$ cat src/rtl/cfg_bank_pkg.sv
`timescale 1ns/1ps
package cfg_bank_pkg;
    localparam int SUB_IDX_W = 4;
    localparam int PTR_W     = SUB_IDX_W + 1;
    localparam logic [4:0] DEV_ADDR_HI = 5'b10011;
    localparam logic [4:0] BANK_CODE   = 5'b11111;

    typedef enum logic [1:0] {TS_IDLE, TS_RECV, TS_ACK} tgt_state_e;
    typedef enum logic [1:0] {PH_ADDR, PH_SUB, PH_DATA} phase_e;

    typedef struct packed {
        logic             valid;
        logic [PTR_W-1:0] idx;
        logic [7:0]       data;
    } wr_req_t;

    function automatic logic [7:0] reg_default(input int k);
        return 8'(((k % 16) * 16) + 5);
    endfunction
endpackage

$ cat src/rtl/cfg_in_sync.sv
`timescale 1ns/1ps
module cfg_in_sync #(
    parameter int           W       = 1,
    parameter int           STAGES  = 2,
    parameter logic [W-1:0] RST_VAL = '0
) (
    input  logic         clk,
    input  logic         rst_n,
    input  logic [W-1:0] din,
    output logic [W-1:0] dout
);
    logic [STAGES-1:0][W-1:0] chain_d, chain_q;
    logic [W-1:0] prev_d, prev_q, out_d, out_q, last, diff;

    assign last = chain_q[STAGES-1];
    assign diff = last ^ prev_q;

    always_comb begin
        chain_d[0] = din;
        for (int i = 1; i < STAGES; i++) chain_d[i] = chain_q[i-1];
        prev_d = last;
        // take a new level only after two consecutive agreeing samples
        out_d  = (~diff & last) | (diff & out_q);
    end

    always_ff @(posedge clk or negedge rst_n) begin
        if (!rst_n) begin
            chain_q <= {STAGES{RST_VAL}};
            prev_q  <= RST_VAL;
            out_q   <= RST_VAL;
        end else begin
            chain_q <= chain_d;
            prev_q  <= prev_d;
            out_q   <= out_d;
        end
    end

    assign dout = out_q;
endmodule

$ cat src/rtl/cfg_i2c_tgt.sv
`timescale 1ns/1ps
module cfg_i2c_tgt
    import cfg_bank_pkg::*;
#(
    parameter int NUM_REGS = 14
) (
    input  logic       clk,
    input  logic       rst_n,
    input  logic       en,
    input  logic [1:0] addr_pins,
    input  logic       scl,
    input  logic       sda,
    output logic       sda_oe,
    output wr_req_t    wr_o
);
    typedef struct packed {
        tgt_state_e       st;
        phase_e           ph;
        logic             bank;
        logic [3:0]       cnt;
        logic [7:0]       sh;
        logic [PTR_W-1:0] ptr;
        logic             drive;
        logic             scl_p;
        logic             sda_p;
        wr_req_t          wr;
    } i2c_q_t;

    localparam i2c_q_t RST = '{st: TS_IDLE, ph: PH_ADDR, bank: 1'b0, cnt: '0,
                               sh: '0, ptr: '0, drive: 1'b0, scl_p: 1'b1,
                               sda_p: 1'b1, wr: '0};
    localparam logic [PTR_W-1:0] LAST_PTR = PTR_W'(NUM_REGS);

    i2c_q_t d, q;
    logic   rise, fall, start_c, stop_c, ok_c;

    assign rise    = scl & ~q.scl_p;
    assign fall    = ~scl & q.scl_p;
    assign start_c = scl & q.scl_p & q.sda_p & ~sda;
    assign stop_c  = scl & q.scl_p & ~q.sda_p & sda;

    always_comb begin
        d       = q;
        d.wr    = '0;
        d.scl_p = scl;
        d.sda_p = sda;
        ok_c    = 1'b0;
        if (!en) begin
            d       = RST;
            d.scl_p = scl;
            d.sda_p = sda;
        end else if (start_c) begin
            d.st    = TS_RECV;
            d.ph    = PH_ADDR;
            d.cnt   = '0;
            d.drive = 1'b0;
        end else if (stop_c) begin
            d.st    = TS_IDLE;
            d.drive = 1'b0;
        end else begin
            case (q.st)
                TS_RECV: begin
                    if (rise && q.cnt < 4'd8) begin
                        d.sh  = {q.sh[6:0], sda};
                        d.cnt = q.cnt + 4'd1;
                    end
                    if (fall && q.cnt == 4'd8) begin
                        case (q.ph)
                            PH_ADDR: begin
                                ok_c = (q.sh[7:1] == {DEV_ADDR_HI, addr_pins}) && !q.sh[0];
                                d.ph = PH_SUB;
                            end
                            PH_SUB: begin
                                ok_c = 1'b1;
                                d.ph = PH_DATA;
                                if (q.sh[4:0] == BANK_CODE) begin
                                    d.bank = 1'b1;
                                    d.ptr  = '0;
                                end else begin
                                    d.bank = 1'b0;
                                    d.ptr  = {1'b0, q.sh[3:0]};
                                end
                            end
                            default: begin
                                ok_c = (q.ptr < LAST_PTR);
                                if (ok_c) begin
                                    d.wr.valid = 1'b1;
                                    d.wr.idx   = q.ptr;
                                    d.wr.data  = q.sh;
                                    if (q.bank) d.ptr = q.ptr + 1'b1;
                                    else        d.ph  = PH_SUB;
                                end
                            end
                        endcase
                        d.drive = ok_c;
                        d.st    = TS_ACK;
                    end
                end
                TS_ACK: begin
                    if (fall) begin
                        d.st    = q.drive ? TS_RECV : TS_IDLE;
                        d.drive = 1'b0;
                        d.cnt   = '0;
                    end
                end
                default: ;
            endcase
        end
    end

    always_ff @(posedge clk or negedge rst_n) begin
        if (!rst_n) q <= RST;
        else        q <= d;
    end

    assign sda_oe = q.drive;
    assign wr_o   = q.wr;
endmodule

$ cat src/rtl/cfg_3w_tgt.sv
`timescale 1ns/1ps
module cfg_3w_tgt
    import cfg_bank_pkg::*;
#(
    parameter int FRAME_BITS = 16
) (
    input  logic    clk,
    input  logic    rst_n,
    input  logic    en,
    input  logic    sen,
    input  logic    sclk,
    input  logic    sdat,
    output wr_req_t wr_o
);
    localparam int CNT_SAT = FRAME_BITS + 1;
    localparam int CNT_W   = $clog2(CNT_SAT + 1);

    typedef struct packed {
        logic                  sen_p;
        logic                  sclk_p;
        logic [CNT_W-1:0]      cnt;
        logic [FRAME_BITS-1:0] sh;
        wr_req_t               wr;
    } tw_q_t;

    localparam tw_q_t RST = '{sen_p: 1'b1, sclk_p: 1'b0, cnt: '0, sh: '0, wr: '0};

    tw_q_t d, q;

    always_comb begin
        d        = q;
        d.wr     = '0;
        d.sen_p  = sen;
        d.sclk_p = sclk;
        if (!en) begin
            d        = RST;
            d.sen_p  = sen;
            d.sclk_p = sclk;
        end else begin
            if (!sen && q.sen_p) begin
                d.cnt = '0;
            end else if (!sen && sclk && !q.sclk_p) begin
                d.sh = {q.sh[FRAME_BITS-2:0], sdat};
                if (q.cnt != CNT_W'(CNT_SAT)) d.cnt = q.cnt + 1'b1;
            end
            if (sen && !q.sen_p && q.cnt == CNT_W'(FRAME_BITS)) begin
                d.wr.valid = 1'b1;
                d.wr.idx   = {1'b0, q.sh[FRAME_BITS-5 -: SUB_IDX_W]};
                d.wr.data  = q.sh[7:0];
            end
        end
    end

    always_ff @(posedge clk or negedge rst_n) begin
        if (!rst_n) q <= RST;
        else        q <= d;
    end

    assign wr_o = q.wr;
endmodule

$ cat src/rtl/cfg_reg_file.sv
`timescale 1ns/1ps
module cfg_reg_file
    import cfg_bank_pkg::*;
#(
    parameter int NUM_REGS = 14
) (
    input  logic                      clk,
    input  logic                      rst_n,
    input  wr_req_t                   wr_i,
    input  logic                      blk,
    output logic [NUM_REGS-1:0][7:0]  regs_o,
    output logic [NUM_REGS-1:0]       stb_o
);
    typedef struct packed {
        logic [NUM_REGS-1:0][7:0] regs;
        logic [NUM_REGS-1:0]      stb;
    } rf_q_t;

    function automatic rf_q_t rf_reset();
        rf_q_t r;
        r.stb = '0;
        for (int k = 0; k < NUM_REGS; k++) r.regs[k] = reg_default(k);
        return r;
    endfunction

    rf_q_t d, q;

    always_comb begin
        d     = q;
        d.stb = '0;
        for (int k = 0; k < NUM_REGS; k++) begin
            if (wr_i.valid && !blk && wr_i.idx == PTR_W'(k)) begin
                d.regs[k] = wr_i.data;
                d.stb[k]  = 1'b1;
            end
        end
    end

    always_ff @(posedge clk or negedge rst_n) begin
        if (!rst_n) q <= rf_reset();
        else        q <= d;
    end

    assign regs_o = q.regs;
    assign stb_o  = q.stb;
endmodule

$ cat src/rtl/serial_cfg_bank.sv
`timescale 1ns/1ps
module serial_cfg_bank
    import cfg_bank_pkg::*;
#(
    parameter int NUM_REGS    = 14,
    parameter int SYNC_STAGES = 2
) (
    input  logic                  clk,
    input  logic                  rst_n,
    input  logic                  if_sel,
    input  logic                  upd_block,
    input  logic [1:0]            addr_pins,
    input  logic                  scl_i,
    input  logic                  sda_i,
    output logic                  sda_oe,
    input  logic                  sen_i,
    input  logic                  sclk_i,
    input  logic                  sdat_i,
    output logic [NUM_REGS*8-1:0] regs_o,
    output logic [NUM_REGS-1:0]   wr_stb_o
);
    localparam int         N_IN     = 5;
    localparam logic [4:0] IN_IDLE  = 5'b11100;

    logic [N_IN-1:0] raw_in, flt_in;
    logic            scl_f, sda_f, sen_f, sclk_f, sdat_f;
    wr_req_t         i2c_req, tw_req, sel_req;
    logic [NUM_REGS-1:0][7:0] bank;

    assign raw_in = {scl_i, sda_i, sen_i, sclk_i, sdat_i};
    assign {scl_f, sda_f, sen_f, sclk_f, sdat_f} = flt_in;

    cfg_in_sync #(.W(N_IN), .STAGES(SYNC_STAGES), .RST_VAL(IN_IDLE)) sync_i (
        .clk(clk), .rst_n(rst_n), .din(raw_in), .dout(flt_in)
    );

    cfg_i2c_tgt #(.NUM_REGS(NUM_REGS)) i2c_i (
        .clk(clk), .rst_n(rst_n), .en(!if_sel), .addr_pins(addr_pins),
        .scl(scl_f), .sda(sda_f), .sda_oe(sda_oe), .wr_o(i2c_req)
    );

    cfg_3w_tgt #(.FRAME_BITS(16)) tw_i (
        .clk(clk), .rst_n(rst_n), .en(if_sel), .sen(sen_f),
        .sclk(sclk_f), .sdat(sdat_f), .wr_o(tw_req)
    );

    assign sel_req = if_sel ? tw_req : i2c_req;

    cfg_reg_file #(.NUM_REGS(NUM_REGS)) rf_i (
        .clk(clk), .rst_n(rst_n), .wr_i(sel_req), .blk(upd_block),
        .regs_o(bank), .stb_o(wr_stb_o)
    );

    assign regs_o = bank;
endmodule

$ cat config.mk
export PLATFORM = sky130hd
export DESIGN_NAME = serial_cfg_bank
export DESIGN_NICKNAME = d
export VERILOG_FILES = /design/src/rtl/cfg_bank_pkg.sv /design/src/rtl/cfg_in_sync.sv /design/src/rtl/cfg_i2c_tgt.sv /design/src/rtl/cfg_3w_tgt.sv /design/src/rtl/cfg_reg_file.sv /design/src/rtl/serial_cfg_bank.sv
export SDC_FILE = /design/constraint.sdc
export NUM_CORES = 1
export LEC_CHECK = 0
export BUFFER_PORTS_ARGS = -buffer_cell sky130_fd_sc_hd__clkbuf_2
export CAP_MARGIN = 40
export CORE_MARGIN = 2
export CORE_UTILIZATION = 25
export CTS_CLUSTER_DIAMETER = 100
export DETAILED_ROUTE_END_ITERATION = 12
export GPL_ROUTABILITY_DRIVEN = 0
export GPL_TIMING_DRIVEN = 0
export HOLD_SLACK_MARGIN = 0.06
export PLACE_DENSITY = 0.44
export SLEW_MARGIN = 20
export SYNTH_ARGS = -nofsm -noshare
export SYNTH_HDL_FRONTEND = slang
export SYNTH_SLANG_ARGS = --single-unit
$ cat constraint.sdc
create_clock -name clk -period 3.4 [get_ports clk]
set_input_delay 0.17 -clock clk [delete_from_list [all_inputs] [get_ports clk]]
set_output_delay 0.17 -clock clk [all_outputs]
set_load 0.02 [all_outputs]
==> results of run 1 <==
[repair_timing]
item                                   4_1_cts  5_1_grt
endpoints found under the hold margin       65        0
hold buffers                                 6        0
gates resized for setup                      0        0
[critical path, cell delays in order, from the launching register on]
cell,delay (ps)
dfstp_2,600
and4bb_2,290
nand3_2,240
nor3_1,440
buf_2,280
and2_1,190
[sequential cells by signal, indices dropped and copies added, names as in the netlist, named ones only]
register,flops
i2c_i.q,24
i2c_i.sda_oe,1
i2c_i.wr_o,14
rf_i.regs_o,112
rf_i.stb_o,14
sync_i.chain_d,5
sync_i.last,5
sync_i.prev_q,5
tw_i.q,19
tw_i.wr_o,13
[report_power, final]
group	internal, mW	leakage [nW]	switching [mW]
registers	2.62	2.76	0.0165
logic	0.0439	2.15	0.103
clock network	1.75	0.447	1.09
[cells in the final DEF (no fill, tap or decap), drive strengths merged, types with 7 or more instances in the layout]
master  synthesis  final
buf            15     17
nor2           22     22
dfstp          68     68
inv            25     25
and2           26     26
a21oi          20     20
clkbuf         10    184
mux2          120    120
nand2          39     39
nand3          20     20
dfrtp         149    149
clkinv          1      9
nor3            7      7
mux2i          11     11
[final timing paths]
check,start,endpoint,slack (ps),cells past startpoint
setup / recovery,i2c_i.q[15],i2c_i.wr_o[8],1290,5
hold / removal,upd_block,rf_i.stb_o[9],180,4
setup reg to reg,i2c_i.q[15],i2c_i.wr_o[8],1290,5
hold reg to reg,sync_i.chain_d[5],sync_i.last[0],350,0
max in group asynchronous,rst_n,sync_i.last[4],2340,3
min in group asynchronous,rst_n,rf_i.stb_o[12],220,2
[metal layers]
| metal | vias up | track usage | share of wire |
|---|---|---|---|
| met5 | - | 0 | 0 |
| met4 | 0 | 0.0272 | 0.021 |
| met3 | 29 | 0.0231 | 0.058 |
| met2 | 136 | 0.178 | 0.45 |
| met1 | 2771 | 0.161 | 0.47 |
| li1 | 2531 | - | - |
[area by class of cell]
type / count / share of cell area
repair buffers: 145 / 0.0733
inverters: 26 / 0.00884
plain buffers: 25 / 0.0121
flip-flops and latches: 217 / 0.499
clock inverters: 11 / 0.0104
multi-input cells: 354 / 0.273
well taps: 455 / 0.0515
clock buffers: 37 / 0.0709
[per-stage QoR]
step	util	total power, mW	hold slack, ps	instance area [um2]
after global routing	0.320	5.87	186	11000
after floorplan	-	2.74	-126	8770
final	0.320	5.62	176	11000
after detailed placement	0.292	2.83	207	10100
after global placement	0.290	2.82	259	10000
after CTS	0.320	5.74	153	11000
[kinds of logic (layout without fill, tap and decap cells)]
group,count (synthesis),count (layout),synth area share
AO/OA/AOI/OAI,59,59,0.0535
XOR/XNOR,7,7,0.00699
adder cells (fa/ha/maj),11,11,0.0143
buffers and inverters,51,244,0.0264
flip-flops,217,217,0.629
multiplexers,131,131,0.167
other,1,1,0.000428
AND/OR/NAND/NOR,145,145,0.103
==> summary.md, run 1 <==
| Metric | Value |
|---|---|
| Peak supply drop | about 0.00031 V |
| Top cell type's share of synthesized area | 0.425 |
| LEAKAGE | between 5 and 6 nW |
| Starting density of the core | 0.254 |
| CTS Root Cell | clkbuf_16 |
| Vias in the first global route | 5,497 |
| Total CTS buffers | 26 |
| Routed Antenna Nets | 0 |
| Synth Cell Area | roughly 8800 um2 |
| Die Wd | around 190 um |
| Row Count | 68 |
| Avg Inst Size Synth | 14.1 um2 |
| Register area | 5520 um2 |
| CP Class | reg -> reg |
| Setup TNS | 0 ps |
| Fin crit period | 2110 ps |
| Most common cell in the synthesized netlist | dfrtp_1 |
| Layout cell share with drive strength beyond 1 | 0.497 |
| First-iteration detailed-routing DRC count | ~160 |
| Crit end category | flop |
| Final Non-Filler Cells | roughly 1.3k |
| Number of synthesized flops with an enable pin | 0 |
| Slew headroom | 0.534 |
| Area leader, netlist | dfrtp_1 |
| Yosys cell types | 63 |
| Io pins | approximately 140 |
| Drt pass-1 iters | 4 |
| H-Tree Depth | 1 |
| Wirelength, routed | 20,900 um |
| Synth Register Bits | 217 |
| Synthesis warning total | 0 |
| IO buf count | 137 |
| Tot GR Track Use | 0.114 |
| Total die area | 36,600 um2 |
| Worst-path clk slew | ~60 ps |
| CP arrival | about 2500 ps |
| Area of the core | 34,500 um2 |
| Clk_skew | 20.5 ps |
| Final Cycle Share | 0.621 |
| Hold crit path type | in -> reg |
| Dpl ws | 1290 ps |
| Final Slew Violations | 0 |
| FILL cells | roughly 3.5k |
| Placed cell count | 1,216 |
| Routed len/inst | 16.4 um |
| Largest net degree at the start of global routing | 81 |
| Dpl hpwl | 14,400 um |
| Slew @ Worst Pin | 699 ps |
| Die Y-Extent | 191 um |
| Clk buf depth | 3 |
| Maxcap violations | 0 |
| Area grow syn2layout | 26.0% |
| Clock tree sinks | ~220 |
| Slack of the critical path | 1290 ps |
| P per Cell Area | 509 nW/um2 |
| Grt ovf | 0 |
| Synth top cells by count | 149 x dfrtp_1, 113 x mux2_2, 68 x dfstp_2 |
| Critical path required time | 3830 ps |
| Fmax | 0.474 GHz |
| Final hold vios | 0 |
| Net count after synthesis | 639 |
| Synth area leaders | dfrtp_1 43%, dfstp_2 20%, mux2_2 15% |
| Seq/Total Area, Yosys | 0.629 |
| Setup bufs post-CTS | 0 |
| Setup Viol. Count Final | 0 |
| Vias per std cell | 4.30 |
| Status | finished, final reports clean |
| Multi-input gate area | 3020 um2 |
| Fraction of registers with async set/reset | 1.00 |
| CP Max Fanout | 10 |
| DR vias | around 5.5k |
| Antenna cells | 0 |
| Initial antenna violation count | 0 |
| Fin nets | 812 |
| Post-Synthesis Cells | 622 |
| # DRC | 0 |
| Worst-Skew Late Latency | 520 ps |
| Primary FF master, synth | dfrtp_1 |
| CTS tree | yes |
| First-pass GRT wire length | about 33,000 um |
| Unrepaired setup endpoints after global routing | no |
| Startpoint types | flop |
Note: power is estimated with default switching activity, not from simulation.
==> run 2, diff against run 1 <==
--- a/config.mk
+++ b/config.mk
@@ -14,7 +14,7 @@
 export GPL_ROUTABILITY_DRIVEN = 0
 export GPL_TIMING_DRIVEN = 0
 export HOLD_SLACK_MARGIN = 0.06
-export PLACE_DENSITY = 0.44
+export PLACE_DENSITY = 0.45
 export SLEW_MARGIN = 20
 export SYNTH_ARGS = -nofsm -noshare
 export SYNTH_HDL_FRONTEND = slang
==> constraint.sdc (replaced) <==
create_clock -name clk -period 1.8 [get_ports clk]
set_input_delay 0.09 -clock clk [delete_from_list [all_inputs] [get_ports clk]]
set_output_delay 0.09 -clock clk [all_outputs]
set_load 0.02 [all_outputs]
==> run 2 against run 1 <==
Net effect: the run now ends with negative setup slack left; global-route usage up 0.65 points; hold slack worse by 100 ps; register-to-register slack worse by 1400 ps; non-clock buffer count up 28; first-iteration DRC count up 19%; clock skew up 8.3 ps; die area unchanged; largest cell class unchanged.
==> summary.md, run 2 (same netlist as run 1, synthesis figures left out) <==
| Metric | Value |
|---|---|
| R2R Path Start | i2c_i.wr_o[12] |
| Placed cell count | 1,216 (unchanged) |
| DR vias | 5,685 (+4.0%) |
| Routed len/inst | 17.9 um (+8.9%) |
| Commonest non-fill, non-tap cell in the layout | dfrtp_1 |
| Total die area | 36,600 um2 (unchanged) |
| Io pins | 138 (unchanged) |
| Reg2reg end | rf_i.regs_o[37] |
| Worst-Skew Late Latency | 540 ps (+20 ps) |
| Antenna cells | 0 (unchanged) |
| Clk_skew | 28.8 ps (+8.29 ps) |
| Clk buf depth | 3 (unchanged) |
| Drt pass-1 iters | 4 (unchanged) |
| Fmax | 0.535 GHz (+13%) |
| Fin crit period | 1870 ps (-241 ps) |
| Fin nets | 853 (+5.0%) |
| Slew headroom | 0.537 (+0.00312) |
| Critical path required time | 2190 ps (-1640 ps) |
| CP Launch Point | i2c_i.wr_o[12] |
| Layout cell share with drive strength beyond 1 | 0.538 (+0.0410) |
| Starting density of the core | 0.254 (unchanged) |
| # DRC | 0 (unchanged) |
| Most frequent cells in the layout | 149 x dfrtp_1, 138 x clkbuf_2, 113 x mux2_2 |
| Tot GR Track Use | 0.120 (+0.00649) |
| Maxcap violations | 0 (unchanged) |
| Final Non-Filler Cells | 1,312 (+3.3%) |
| IO buf count | 137 (unchanged) |
| Hold crit path type | in -> async |
| Peak supply drop | 0.000590 V (+88%) |
| Final Hold Slack | 76.5 ps (-99.7 ps) |
| Largest net degree at the start of global routing | 90 (+11%) |
| Area of the core | 34,500 um2 (unchanged) |
| Max reg flops | 112 (unchanged) |
| Tot Pwr | 10.6 mW (+88%) |
| Status | finished, violations left |
| Startpoint types | flop |
| Design area | 11,600 um2 (+5.5%) |
| Unrepaired setup endpoints after global routing | yes |
| CP Class | reg -> reg |
| Clock tree sinks | 217 (unchanged) |
| CP Capture Point | rf_i.regs_o[37] |
| Crit end category | flop |
| Total CTS buffers | 27 (+3.8%) |
| CP arrival | 2260 ps (-280 ps) |
| CTS tree | yes |
| Final Slew Violations | 0 (unchanged) |
| Wirelength, routed | 23,500 um (+13%) |
| Die Wd | 191 um (unchanged) |
| Area grow syn2layout | 32.9% |
| Placed cell area | 10,100 um2 (unchanged) |
| First-iteration detailed-routing DRC count | 191 (+19%) |
| Slack of the critical path | -70.2 ps (-1360 ps) |
| Row Count | 68 (unchanged) |
| Setup Viol. Count Final | 59 (+59) |
| Vias per std cell | 4.33 (+0.66%) |
| Failing checks | negative setup slack |
| Die Y-Extent | 191 um (unchanged) |
| CTS Root Cell | clkbuf_16 |
| Slew @ Worst Pin | 694 ps (-4.67 ps) |
| Dpl ws | -346 ps (-1640 ps) |
| P per Cell Area | 908 nW/um2 (+78%) |
| Vias in the first global route | 5,593 (+1.7%) |
| H-Tree Depth | 1 (unchanged) |
| Routed Antenna Nets | 0 (unchanged) |
| Flop2flop setup slack | -70 ps (-1360 ps) |
| Worst-path clk slew | 60 ps (about the same) |
| Setup TNS | -2030 ps (-2030 ps) |
| Final Core Density | 0.337 (+0.0175) |
| Dpl hpwl | 14,200 um (-1.2%) |
| Grt ovf | 0 (unchanged) |
| Final Cycle Share | 1.04 (+0.418) |
| Final hold vios | 0 (unchanged) |
| First-pass GRT wire length | 34,200 um (+3.8%) |
| LEAKAGE | 5.53 nW (+3.3%) |
| Worst Reg-to-Reg Cells | 6 (+1) |
| Initial antenna violation count | 0 (unchanged) |
| CP Max Fanout | 5 (-5) |
==> run 2: changes by cell type in the layout (fill, tap and decap cells not counted), sizes merged <==
cell	delta
dlygate4sd3	+1
and3	+1
clkinvlp	+2
nand3	+11
bufinv	-1
clkbuf	+1
inv	+1
clkinv	-1
buf	+27
==> run 2: routing by layer <==
metal	GRT usage	part of all wire	vias to the layer above
met3	0.0235	0.052	30
met2	0.195	0.47	135
met4	0.0272	0.016	0
met5	0	0	-
li1	-	-	2636
met1	0.166	0.46	2884
==> run 2: critical path, cell delays in order, from the launching register on <==
cell and delay, ps:
dfrtp_1 360, or3b_4 380, a21oi_4 250, buf_6 160
buf_12 130, nand3_4 140, mux2_2 330
==> run 2: where the power goes <==
group          internal (mW)  switching [mW]  total, mW  leakage [nW]
Combinational          0.101           0.210      0.311          2.34
Sequential              4.95          0.0359       4.98          2.76
Clock                   3.15            2.13       5.29         0.428
==> run 2: area by class of cell <==
class | instances | area, um2
sequential | 217 | 5520
clock buffer | 38 | 777
fill | 3478 | 22900
timing repair buffer | 178 | 1150
multi-input combinational | 366 | 3320
inverter | 26 | 97.6
tap | 455 | 569
clock inverter | 12 | 100
buffer | 20 | 123
==> run 2: worst min-delay path by stage <==
stage	start	to	slack, ps	cells past startpoint
after global routing	rst_n	rf_i.stb_o[4]	100	2
after CTS	rst_n	rf_i.stb_o[4]	70	2
after floorplan	rst_n	asynchronous set/reset pin	-210	0
after global placement	sda_i	sync_i.chain_d[8]	180	1
after detailed placement	rst_n	rf_i.stb_o[4]	60	1
final	rst_n	rf_i.stb_o[4]	80	2
==> run 2: what timing repair did <==
item	4_1_cts	5_1_grt
endpoints found under the setup margin	120	132
hold endpoints to repair	166	0
hold buffers	7	0
buffers inserted	11	17
pin swaps	7	7
cloned	6	10
gates resized for setup	24	18
